### config.mk
export PLATFORM = sky130hd
export DESIGN_NAME = halfbridge_gate_seq
export DESIGN_NICKNAME = d
export VERILOG_FILES = /design/src/rtl/gds_pkg.sv /design/src/rtl/gds_sampler.sv /design/src/rtl/gds_timer.sv /design/src/rtl/gds_fsm.sv /design/src/rtl/halfbridge_gate_seq.sv
export SDC_FILE = /design/constraint.sdc
export NUM_CORES = 1
export LEC_CHECK = 0
export BUFFER_PORTS_ARGS = -buffer_cell sky130_fd_sc_hd__clkbuf_2
export CELL_PAD_IN_SITES_DETAIL_PLACEMENT = 0
export CELL_PAD_IN_SITES_GLOBAL_PLACEMENT = 1
export CORE_ASPECT_RATIO = 1.75
export CORE_MARGIN = 2
export CORE_UTILIZATION = 41
export DETAILED_ROUTE_END_ITERATION = 10
export GPL_ROUTABILITY_DRIVEN = 0
export PLACE_DENSITY_LB_ADDON = 0.1
export SYNTH_ARGS = -nofsm -noshare
export SYNTH_HDL_FRONTEND = slang
export SYNTH_SLANG_ARGS = --single-unit
### constraint.sdc
create_clock -name clk -period 3.09 [get_ports clk]
set_clock_uncertainty 0.1 [all_clocks]
set_input_delay 0.1545 -clock clk [delete_from_list [all_inputs] [get_ports clk]]
set_output_delay 0.1545 -clock clk [all_outputs]
set_load 0.01 [all_outputs]
### src/rtl/gds_pkg.sv
package gds_pkg;

  typedef enum logic [2:0] {
    S_IDLE,
    S_PRE,
    S_DEAD,
    S_TON,
    S_ON,
    S_REL,
    S_FAULT
  } gds_state_t;

  // Encoding is {high command, low command}
  typedef enum logic [1:0] {
    T_NONE = 2'b00,
    T_LO   = 2'b01,
    T_HI   = 2'b10,
    T_BOTH = 2'b11
  } gds_tgt_t;

endpackage

### src/rtl/gds_sampler.sv
module gds_sampler
  import gds_pkg::*;
(
  input  logic     clk,
  input  logic     rst,
  input  logic     cmd_hi,
  input  logic     cmd_lo,
  output gds_tgt_t tgt
);

  always_ff @(posedge clk) begin
    if (rst) tgt <= T_NONE;
    else     tgt <= gds_tgt_t'({cmd_hi, cmd_lo});
  end

endmodule

### src/rtl/gds_timer.sv
module gds_timer #(
  parameter int W = 8
) (
  input  logic         clk,
  input  logic         rst,
  input  logic         load,
  input  logic [W-1:0] load_val,
  output logic         zero
);

  logic [W-1:0] cnt;

  always_ff @(posedge clk) begin
    if (rst)                cnt <= '0;
    else if (load)          cnt <= load_val;
    else if (cnt != '0)     cnt <= cnt - 1'b1;
  end

  assign zero = (cnt == '0);

endmodule

### src/rtl/gds_fsm.sv
module gds_fsm
  import gds_pkg::*;
#(
  parameter int W = 8
) (
  input  logic         clk,
  input  logic         rst,
  input  gds_tgt_t     tgt,
  input  logic         hi_full,
  input  logic         hi_below,
  input  logic         lo_full,
  input  logic         lo_below,
  input  logic [W-1:0] drive_limit,
  input  logic [W-1:0] dead_fixed,
  input  logic         fault_clr,
  input  logic         timer_zero,
  output logic         load,
  output logic [W-1:0] load_val,
  output logic         gate_hi,
  output logic         gate_lo,
  output logic         fault
);

  gds_state_t state, nxt;
  logic       act, nact;   // side this state concerns: 1 high, 0 low

  logic want_act, want_opp, own_below, opp_below, own_full;

  always_comb begin
    want_act  = act ? (tgt == T_HI) : (tgt == T_LO);
    want_opp  = act ? (tgt == T_LO) : (tgt == T_HI);
    own_below = act ? hi_below : lo_below;
    opp_below = act ? lo_below : hi_below;
    own_full  = act ? hi_full  : lo_full;
  end

  always_comb begin
    nxt  = state;
    nact = act;
    unique case (state)
      S_IDLE: begin
        if (tgt == T_HI || tgt == T_LO) begin
          nxt  = S_PRE;
          nact = (tgt == T_HI);
        end
      end
      S_PRE: begin
        if (tgt == T_BOTH)   nxt = S_IDLE;
        else if (want_opp)   nact = !act;
        else if (opp_below)  nxt = S_DEAD;
        else if (timer_zero) nxt = S_FAULT;
      end
      S_DEAD: begin
        if (tgt == T_BOTH) nxt = S_IDLE;
        else if (want_opp) begin
          nxt  = S_PRE;
          nact = !act;
        end
        else if (timer_zero && opp_below) nxt = S_TON;
      end
      S_TON: begin
        if (!want_act)       nxt = S_REL;
        else if (own_full)   nxt = S_ON;
        else if (timer_zero) nxt = S_FAULT;
      end
      S_ON: begin
        if (!want_act) nxt = S_REL;
      end
      S_REL: begin
        if (want_act) nxt = S_TON;
        else if (own_below) begin
          if (want_opp) begin
            nxt  = S_DEAD;
            nact = !act;
          end else begin
            nxt = S_IDLE;
          end
        end
        else if (timer_zero) nxt = S_FAULT;
      end
      S_FAULT: begin
        if (fault_clr) nxt = S_IDLE;
      end
      default: nxt = S_IDLE;
    endcase
  end

  assign load     = (nxt != state) || (nact != act);
  assign load_val = (nxt == S_DEAD) ? dead_fixed : drive_limit;

  always_ff @(posedge clk) begin
    if (rst) begin
      state   <= S_IDLE;
      act     <= 1'b0;
      gate_hi <= 1'b0;
      gate_lo <= 1'b0;
      fault   <= 1'b0;
    end else begin
      state   <= nxt;
      act     <= nact;
      gate_hi <= (nxt == S_TON || nxt == S_ON) &&  nact;
      gate_lo <= (nxt == S_TON || nxt == S_ON) && !nact;
      fault   <= (nxt == S_FAULT);
    end
  end

endmodule

### src/rtl/halfbridge_gate_seq.sv
module halfbridge_gate_seq
  import gds_pkg::*;
#(
  parameter int CNT_W = 8
) (
  input  logic             clk,
  input  logic             rst,
  input  logic             cmd_hi,
  input  logic             cmd_lo,
  input  logic             hi_full,
  input  logic             hi_below,
  input  logic             lo_full,
  input  logic             lo_below,
  input  logic [CNT_W-1:0] drive_limit,
  input  logic [CNT_W-1:0] dead_fixed,
  input  logic             fault_clr,
  output logic             gate_hi,
  output logic             gate_lo,
  output logic             fault
);

  gds_tgt_t         tgt;
  logic             t_load;
  logic [CNT_W-1:0] t_val;
  logic             t_zero;

  gds_sampler u_sampler (
    .clk    (clk),
    .rst    (rst),
    .cmd_hi (cmd_hi),
    .cmd_lo (cmd_lo),
    .tgt    (tgt)
  );

  gds_timer #(.W(CNT_W)) u_timer (
    .clk      (clk),
    .rst      (rst),
    .load     (t_load),
    .load_val (t_val),
    .zero     (t_zero)
  );

  gds_fsm #(.W(CNT_W)) u_fsm (
    .clk         (clk),
    .rst         (rst),
    .tgt         (tgt),
    .hi_full     (hi_full),
    .hi_below    (hi_below),
    .lo_full     (lo_full),
    .lo_below    (lo_below),
    .drive_limit (drive_limit),
    .dead_fixed  (dead_fixed),
    .fault_clr   (fault_clr),
    .timer_zero  (t_zero),
    .load        (t_load),
    .load_val    (t_val),
    .gate_hi     (gate_hi),
    .gate_lo     (gate_lo),
    .fault       (fault)
  );

endmodule

[After elaboration in Yosys (flattened, before gate mapping)]
Index checks and enable logic that the tools add are counted.
Word-level totals
  bits in registers: 17
  word-level logic and storage cells: 66
Operators by class
  add/sub/neg operators: 1
  equal/unequal tests: 15
  muxes and demuxes: 30
  reduce and logical (&&, ||, !) cells: 13
Operators with widths (number)
  2-to-1 mux 3 bit: 14
  2-to-1 mux 8 bit: 3
  one-hot mux 3 bit (7 select lines): 1
  equality test 3 bit, second input constant: 5
  equality test 3 x 2 -> 1 bit, second input constant: 4
  2-to-1 mux 1 bit: 10
  logical NOT 8 bit: 1
  nonzero test 8 bit: 1
  subtractor 8 x 1 -> 8 bit, second input constant: 1
  equality test 2 bit, second input constant: 2
  equality test 3 x 1 -> 1 bit, second input constant: 1
  logical AND 1 bit: 3
  logical NOT 3 bit: 1
  logical OR 1 bit: 3
  != test 3 bit: 1
  one-hot mux 1 bit (3 select lines): 1
  equality test 2 x 1 -> 1 bit, second input constant: 1
  logical NOT 1 bit: 2
  2-to-1 mux 2 bit: 1
  nonzero test 2 bit: 1
  OR reduction 2 bit: 1
  != test 1 bit: 1

[Depth between registers and ports, before layout]
  word-level depth: 9
  mapped depth: 12

[Modules after synthesis]
From an unflattened synthesis, not the netlist that was laid out.
Unflattened totals
  cells, all modules: 173
  area total of the unflattened synthesis: 1514.0 um2
By module, submodules not included
  gds_fsm: times used 1, cells each 116, area each 985.9 um2, seq. area each 140.1 um2
  gds_timer: times used 1, cells each 53, area each 475.5 um2, seq. area each 160.2 um2
  gds_sampler: times used 1, cells each 4, area each 52.6 um2, seq. area each 40.0 um2

[Worst setup path before layout]
No wires, ideal clock.
  path type: flip-flop to flip-flop
  start: reg u_sampler.tgt[0]
  end: reg u_fsm.gate_hi
  library setup time: 0.059 ns
  arrival: 2.315 ns
  path slack: 0.616 ns
  cell stages (with the launch flop): 11
  period minus slack after synthesis: 2.474 ns
  cells stage by stage: dfxtp_1 > inv_1 > ha_1 > clkbuf_1 > mux2_2 > a31oi_1 > o32ai_2 > or3_4 > or3_1 > a21oi_1 > and2_1
On the way
  word-level cells in the longest chain between the ends: 9
  elaborated cells on any way between the ends: 27
  those cells by class: eq/ne: 5; mux: 19; reduce/logical: 3
RTL lines
  from (decl): RTL line gds_sampler.sv:8  | output gds_tgt_t tgt
  from (signal assigned): RTL line gds_sampler.sv:13  | else tgt <= gds_tgt_t'({cmd_hi, cmd_lo});
  equality test 2 bit or equality test 2 x 1 -> 1 bit (tied branches)
  2-to-1 mux 1 bit: RTL line gds_fsm.sv:31  | want_opp = act ? (tgt == T_LO) : (tgt == T_HI);
  2-to-1 mux 2 bit: RTL line gds_fsm.sv:72  | if (want_opp) begin
  2-to-1 mux 3 bit: RTL line gds_fsm.sv:71  | else if (own_below) begin
  2-to-1 mux 3 bit: RTL line gds_fsm.sv:70  | if (want_act) nxt = S_TON;
  one-hot mux 3 bit (7 select lines): RTL line gds_fsm.sv:40  | unique case (state)
  equality test 3 x 2 -> 1 bit or equality test 3 bit (tied branches): RTL line gds_fsm.sv:101  | gate_hi <= (nxt == S_TON || nxt == S_ON) && nact;
  logical OR 1 bit: RTL line gds_fsm.sv:101
  logical AND 1 bit (*): RTL line gds_fsm.sv:101
  to (signal assigned): RTL line gds_fsm.sv:101
  to (decl): RTL line gds_fsm.sv:19  | output logic gate_hi,
Every way passes the cells marked *; elsewhere a longest branch is shown, timed or not.
A chain may end at the register's enable or synchronous reset.

[Final worst setup path]
  start: reg u_timer.cnt[0]
  end: reg u_timer.cnt[7]
On the way
  word-level cells in the longest chain between the ends: 9
  elaborated cells on any way between the ends: 23
  those cells by class: add/sub: 1; eq/ne: 2; mux: 15; reduce/logical: 5
RTL lines
  from (decl): RTL line gds_timer.sv:11  | logic [W-1:0] cnt;
  from (signal assigned): RTL line gds_timer.sv:15  | else if (load) cnt <= load_val;
  from (signal assigned): RTL line gds_timer.sv:16  | else if (cnt != '0) cnt <= cnt - 1'b1;
  logical NOT 8 bit: RTL line gds_timer.sv:19  | assign zero = (cnt == '0);
  2-to-1 mux 3 bit or logical AND 1 bit (tied branches)
  2-to-1 mux 3 bit (on tied branches): RTL line gds_fsm.sv:50, gds_fsm.sv:59
  2-to-1 mux 3 bit (on tied branches): RTL line gds_fsm.sv:49, gds_fsm.sv:55
  2-to-1 mux 3 bit (on tied branches): RTL line gds_fsm.sv:48, gds_fsm.sv:54
  one-hot mux 3 bit (7 select lines): RTL line gds_fsm.sv:40
  equality test 3 x 2 -> 1 bit or != test 3 bit (tied branches): RTL line gds_fsm.sv:89, gds_fsm.sv:88
  2-to-1 mux 8 bit or logical OR 1 bit (tied branches): RTL line gds_fsm.sv:89, gds_fsm.sv:88
  2-to-1 mux 8 bit or nonzero test 2 bit (tied branches)
Parallel ways exist; a longest one is shown, timed or not. The select of a mux whose other input is x is not followed.

==> metrics.txt <==
Gate power share 55.3%; initial antenna violation count 0; Switching Share 43.7%; clock buffer depth 2; Final Hold Fails 0; Clk pwr share 14.0%; Worst Tran Pin Value 582 ps; Final setup viols 0; switching power 519 uW; yosys warns 0; final std cells w/o fill 242; end point of the critical path u_timer.cnt[7]; final WL 3.74 mm; R2R Setup Slk between 200 and 300 ps; Fill cells 380; Synth Instances ~170; Peak VDD IR 0.520 mV; RSZ-0062 raised after global routing no; # port buffers 27; CP max FO 10; die height 82.6 um; n_diodes 0; postcts setup bufs 0; Worst path max stage delay 470 ps; post-DP HPWL 3.04 mm; Period minus WS final 2800 ps; status completed; RR Startpoint u_timer.cnt[0]; All-Layer GR Usage 19.6%; Worst-Skew Late Latency 260 ps; 1st-iter DRT viols 28; Reg-to-Reg End u_timer.cnt[7]; largest net degree at the start of global routing 18; Yosys cell types 62; post-synth top area share 23.5%; post-CTS sizing 0; maxcap violations 0; Int Pwr 669 uW; vias per cell approximately 5.8; Synth Register Bits 17; syn_area_per_cell between 8 and 9 um2; Die X-Extent between 40 and 50 um; leading area contributor after synthesis dfxtp_1; Residual DRC 0; cell area after placement 1610 um2; Primary FF master, synth dfxtp_1; Overflow after GRT 0; max-slew violations 0; Vias between 1000 and 1500; P_leak 0.000730 uW; worst r2r path cells 10; vias in the first global route 1341; final instance area approximately 1700 um2; Initial Utilization 42.6%; critical path class register to register; most frequent cell after synthesis dfxtp_1; worst min path class input pin to register; # nets final 227; CTS Hold Bufs 0; H-tree lvl count 1; root buf cell clkbuf_8; CP arrival 2820 ps; final hold slack ~1.3 ps; DIE AREA 4040 um2; startpoint type of the worst setup path register; top post-synthesis cells by area dfxtp_1 (23%), mux2i_1 (8.3%), a21oi_1 (5.5%); hold depth 2; f_max between 300 and 400 MHz; pwr/cell area 719 nW/um2; EDFF count, synth 0; most frequent cells after synthesis dfxtp_1 (17), a21oi_1 (16), mux2i_1 (12), nand2_1 (11), o31ai_1 (9); cts bufs inserted 3; drt pass-1 iters 4; Clock Sinks 17; post-synthesis instance area 1450 um2; Fin Setup TNS 0 ps; Antenna Nets Post-Route 0; CP startpoint u_timer.cnt[0]; sequential power share 30.8%; I/O Pins 28; layout cell share with drive strength beyond 1 24.9%; first-pass GRT wire length roughly 6.1 mm; core area 3400 um2; sequential area share after synthesis 23.5%; syn nets 202; Placement Rows 28; Req. time, crit path 3110 ps; Area growth syn-to-layout 14.0%; slowest CP cell and2_1; Reg clk slew, reported paths 70 ps; CP Capture Type register; period utilization 90.6%; CTS tree yes; Rel. slew slack between 60% and 70%; crit path cell chain inv_1 > ha_1 > nor4b_4 > and2_1 > o32ai_2 > nor3_4 > nand3_1 > buf_4 > mux2i_1 > a21oi_1; fraction of registers with async set/reset 0%; wire per inst 15.5 um; placed instance count 238
area by class of cell:
class | count | area [um2] | share of cell area [%]
multi-input cells | 135 | 1000 | 60.7
flip-flops and latches | 17 | 340 | 20.6
repair buffers | 32 | 173 | 10.5
well taps | 45 | 56.3 | 3.41
clock buffers | 3 | 41.3 | 2.50
inverters | 9 | 33.8 | 2.05
clock inverters | 1 | 5.00 | 0.303
power groups by stage:
stage               sequential (uW)  clock [uW]  combinational, uW
detailed placement              369           0                655
finish                          365         166                656
global route                    374         178                732
floorplan                       333           0                540
global placement                366           0                652
CTS                             363         171                659
sequential cells by signal, indices dropped and copies added (netlist names):
signal	flops
u_fsm.gate_hi	1
u_timer.cnt	8
u_fsm.gate_lo	1
u_fsm.state	3
u_fsm.fault	1
u_fsm.act	1
u_sampler.tgt	2
worst max-delay path, delay by kind of cell (launching register included):
family / cells / cell delay, ps
flops: 1 / 330
simple gates: 4 / 1280
buf+inv: 2 / 320
fa+ha+maj: 1 / 210
mux: 1 / 150
compound gates: 2 / 270
worst min-delay path by stage:
| stage | from | end | slack [ps] |
|---|---|---|---|
| 3_5_place_dp | cmd_hi | u_sampler.tgt[1] | 270 |
| 6_report | cmd_hi | u_sampler.tgt[1] | 1 |
| 2_1_floorplan | cmd_lo | u_sampler.tgt[0] | 180 |
| 3_3_place_gp | cmd_hi | u_sampler.tgt[1] | 260 |
| 4_1_cts | cmd_hi | u_sampler.tgt[1] | 4 |
| 5_1_grt | cmd_hi | u_sampler.tgt[1] | 10 |
layer usage:
metal | wire (um) | GRT usage [%] | vias to the layer above | share of wire [%]
met1 | 1360 | 18.5 | 667 | 36
met3 | 58 | 1.26 | 7 | 1.5
met5 | 0 | 0 | - | 0
li1 | - | - | 699 | -
met2 | 2250 | 42.7 | 21 | 60
met4 | 68 | 7.71 | 0 | 1.8
cells in the final DEF, fill, tap and decap left out, types with 2 or more instances in the layout:
cell       n
o211ai_1   3
a31oi_1    2
nand2_1   11
and3b_1    2
o21ai_0    3
or3_1      2
clkbuf_8   3
buf_4      5
nor2_1     8
nor3_1     2
a21oi_1   16
nor4_1     2
xnor2_1    3
mux2_2     3
nor3b_1    2
ha_1       4
dfxtp_1   17
nand2b_1   2
a32oi_1    2
inv_1      8
and2_1     4
nor2b_1    3
o31ai_1    9
clkbuf_2  27
nand3b_1   2
nand3_1    5
mux2i_1   12
kinds of logic after synthesis:
logic type,synth area share [%]
adder cells (fa/ha/maj),3.45
AND/OR/NAND/NOR,25.8
buffers and inverters,7.34
multiplexers,10.6
AO/OA/AOI/OAI,26.3
XOR/XNOR,2.94
flip-flops,23.5
per-stage QoR:
step	utilization, %	setup slack [ps]	power (uW)
after floorplan	-	616	872
after global placement	47.2	348	1020
after detailed placement	47.2	311	1020
after CTS	48.6	281	1190
after global routing	48.6	42.4	1280
final	48.6	290	1190
Power figures use the tool's default switching activity.
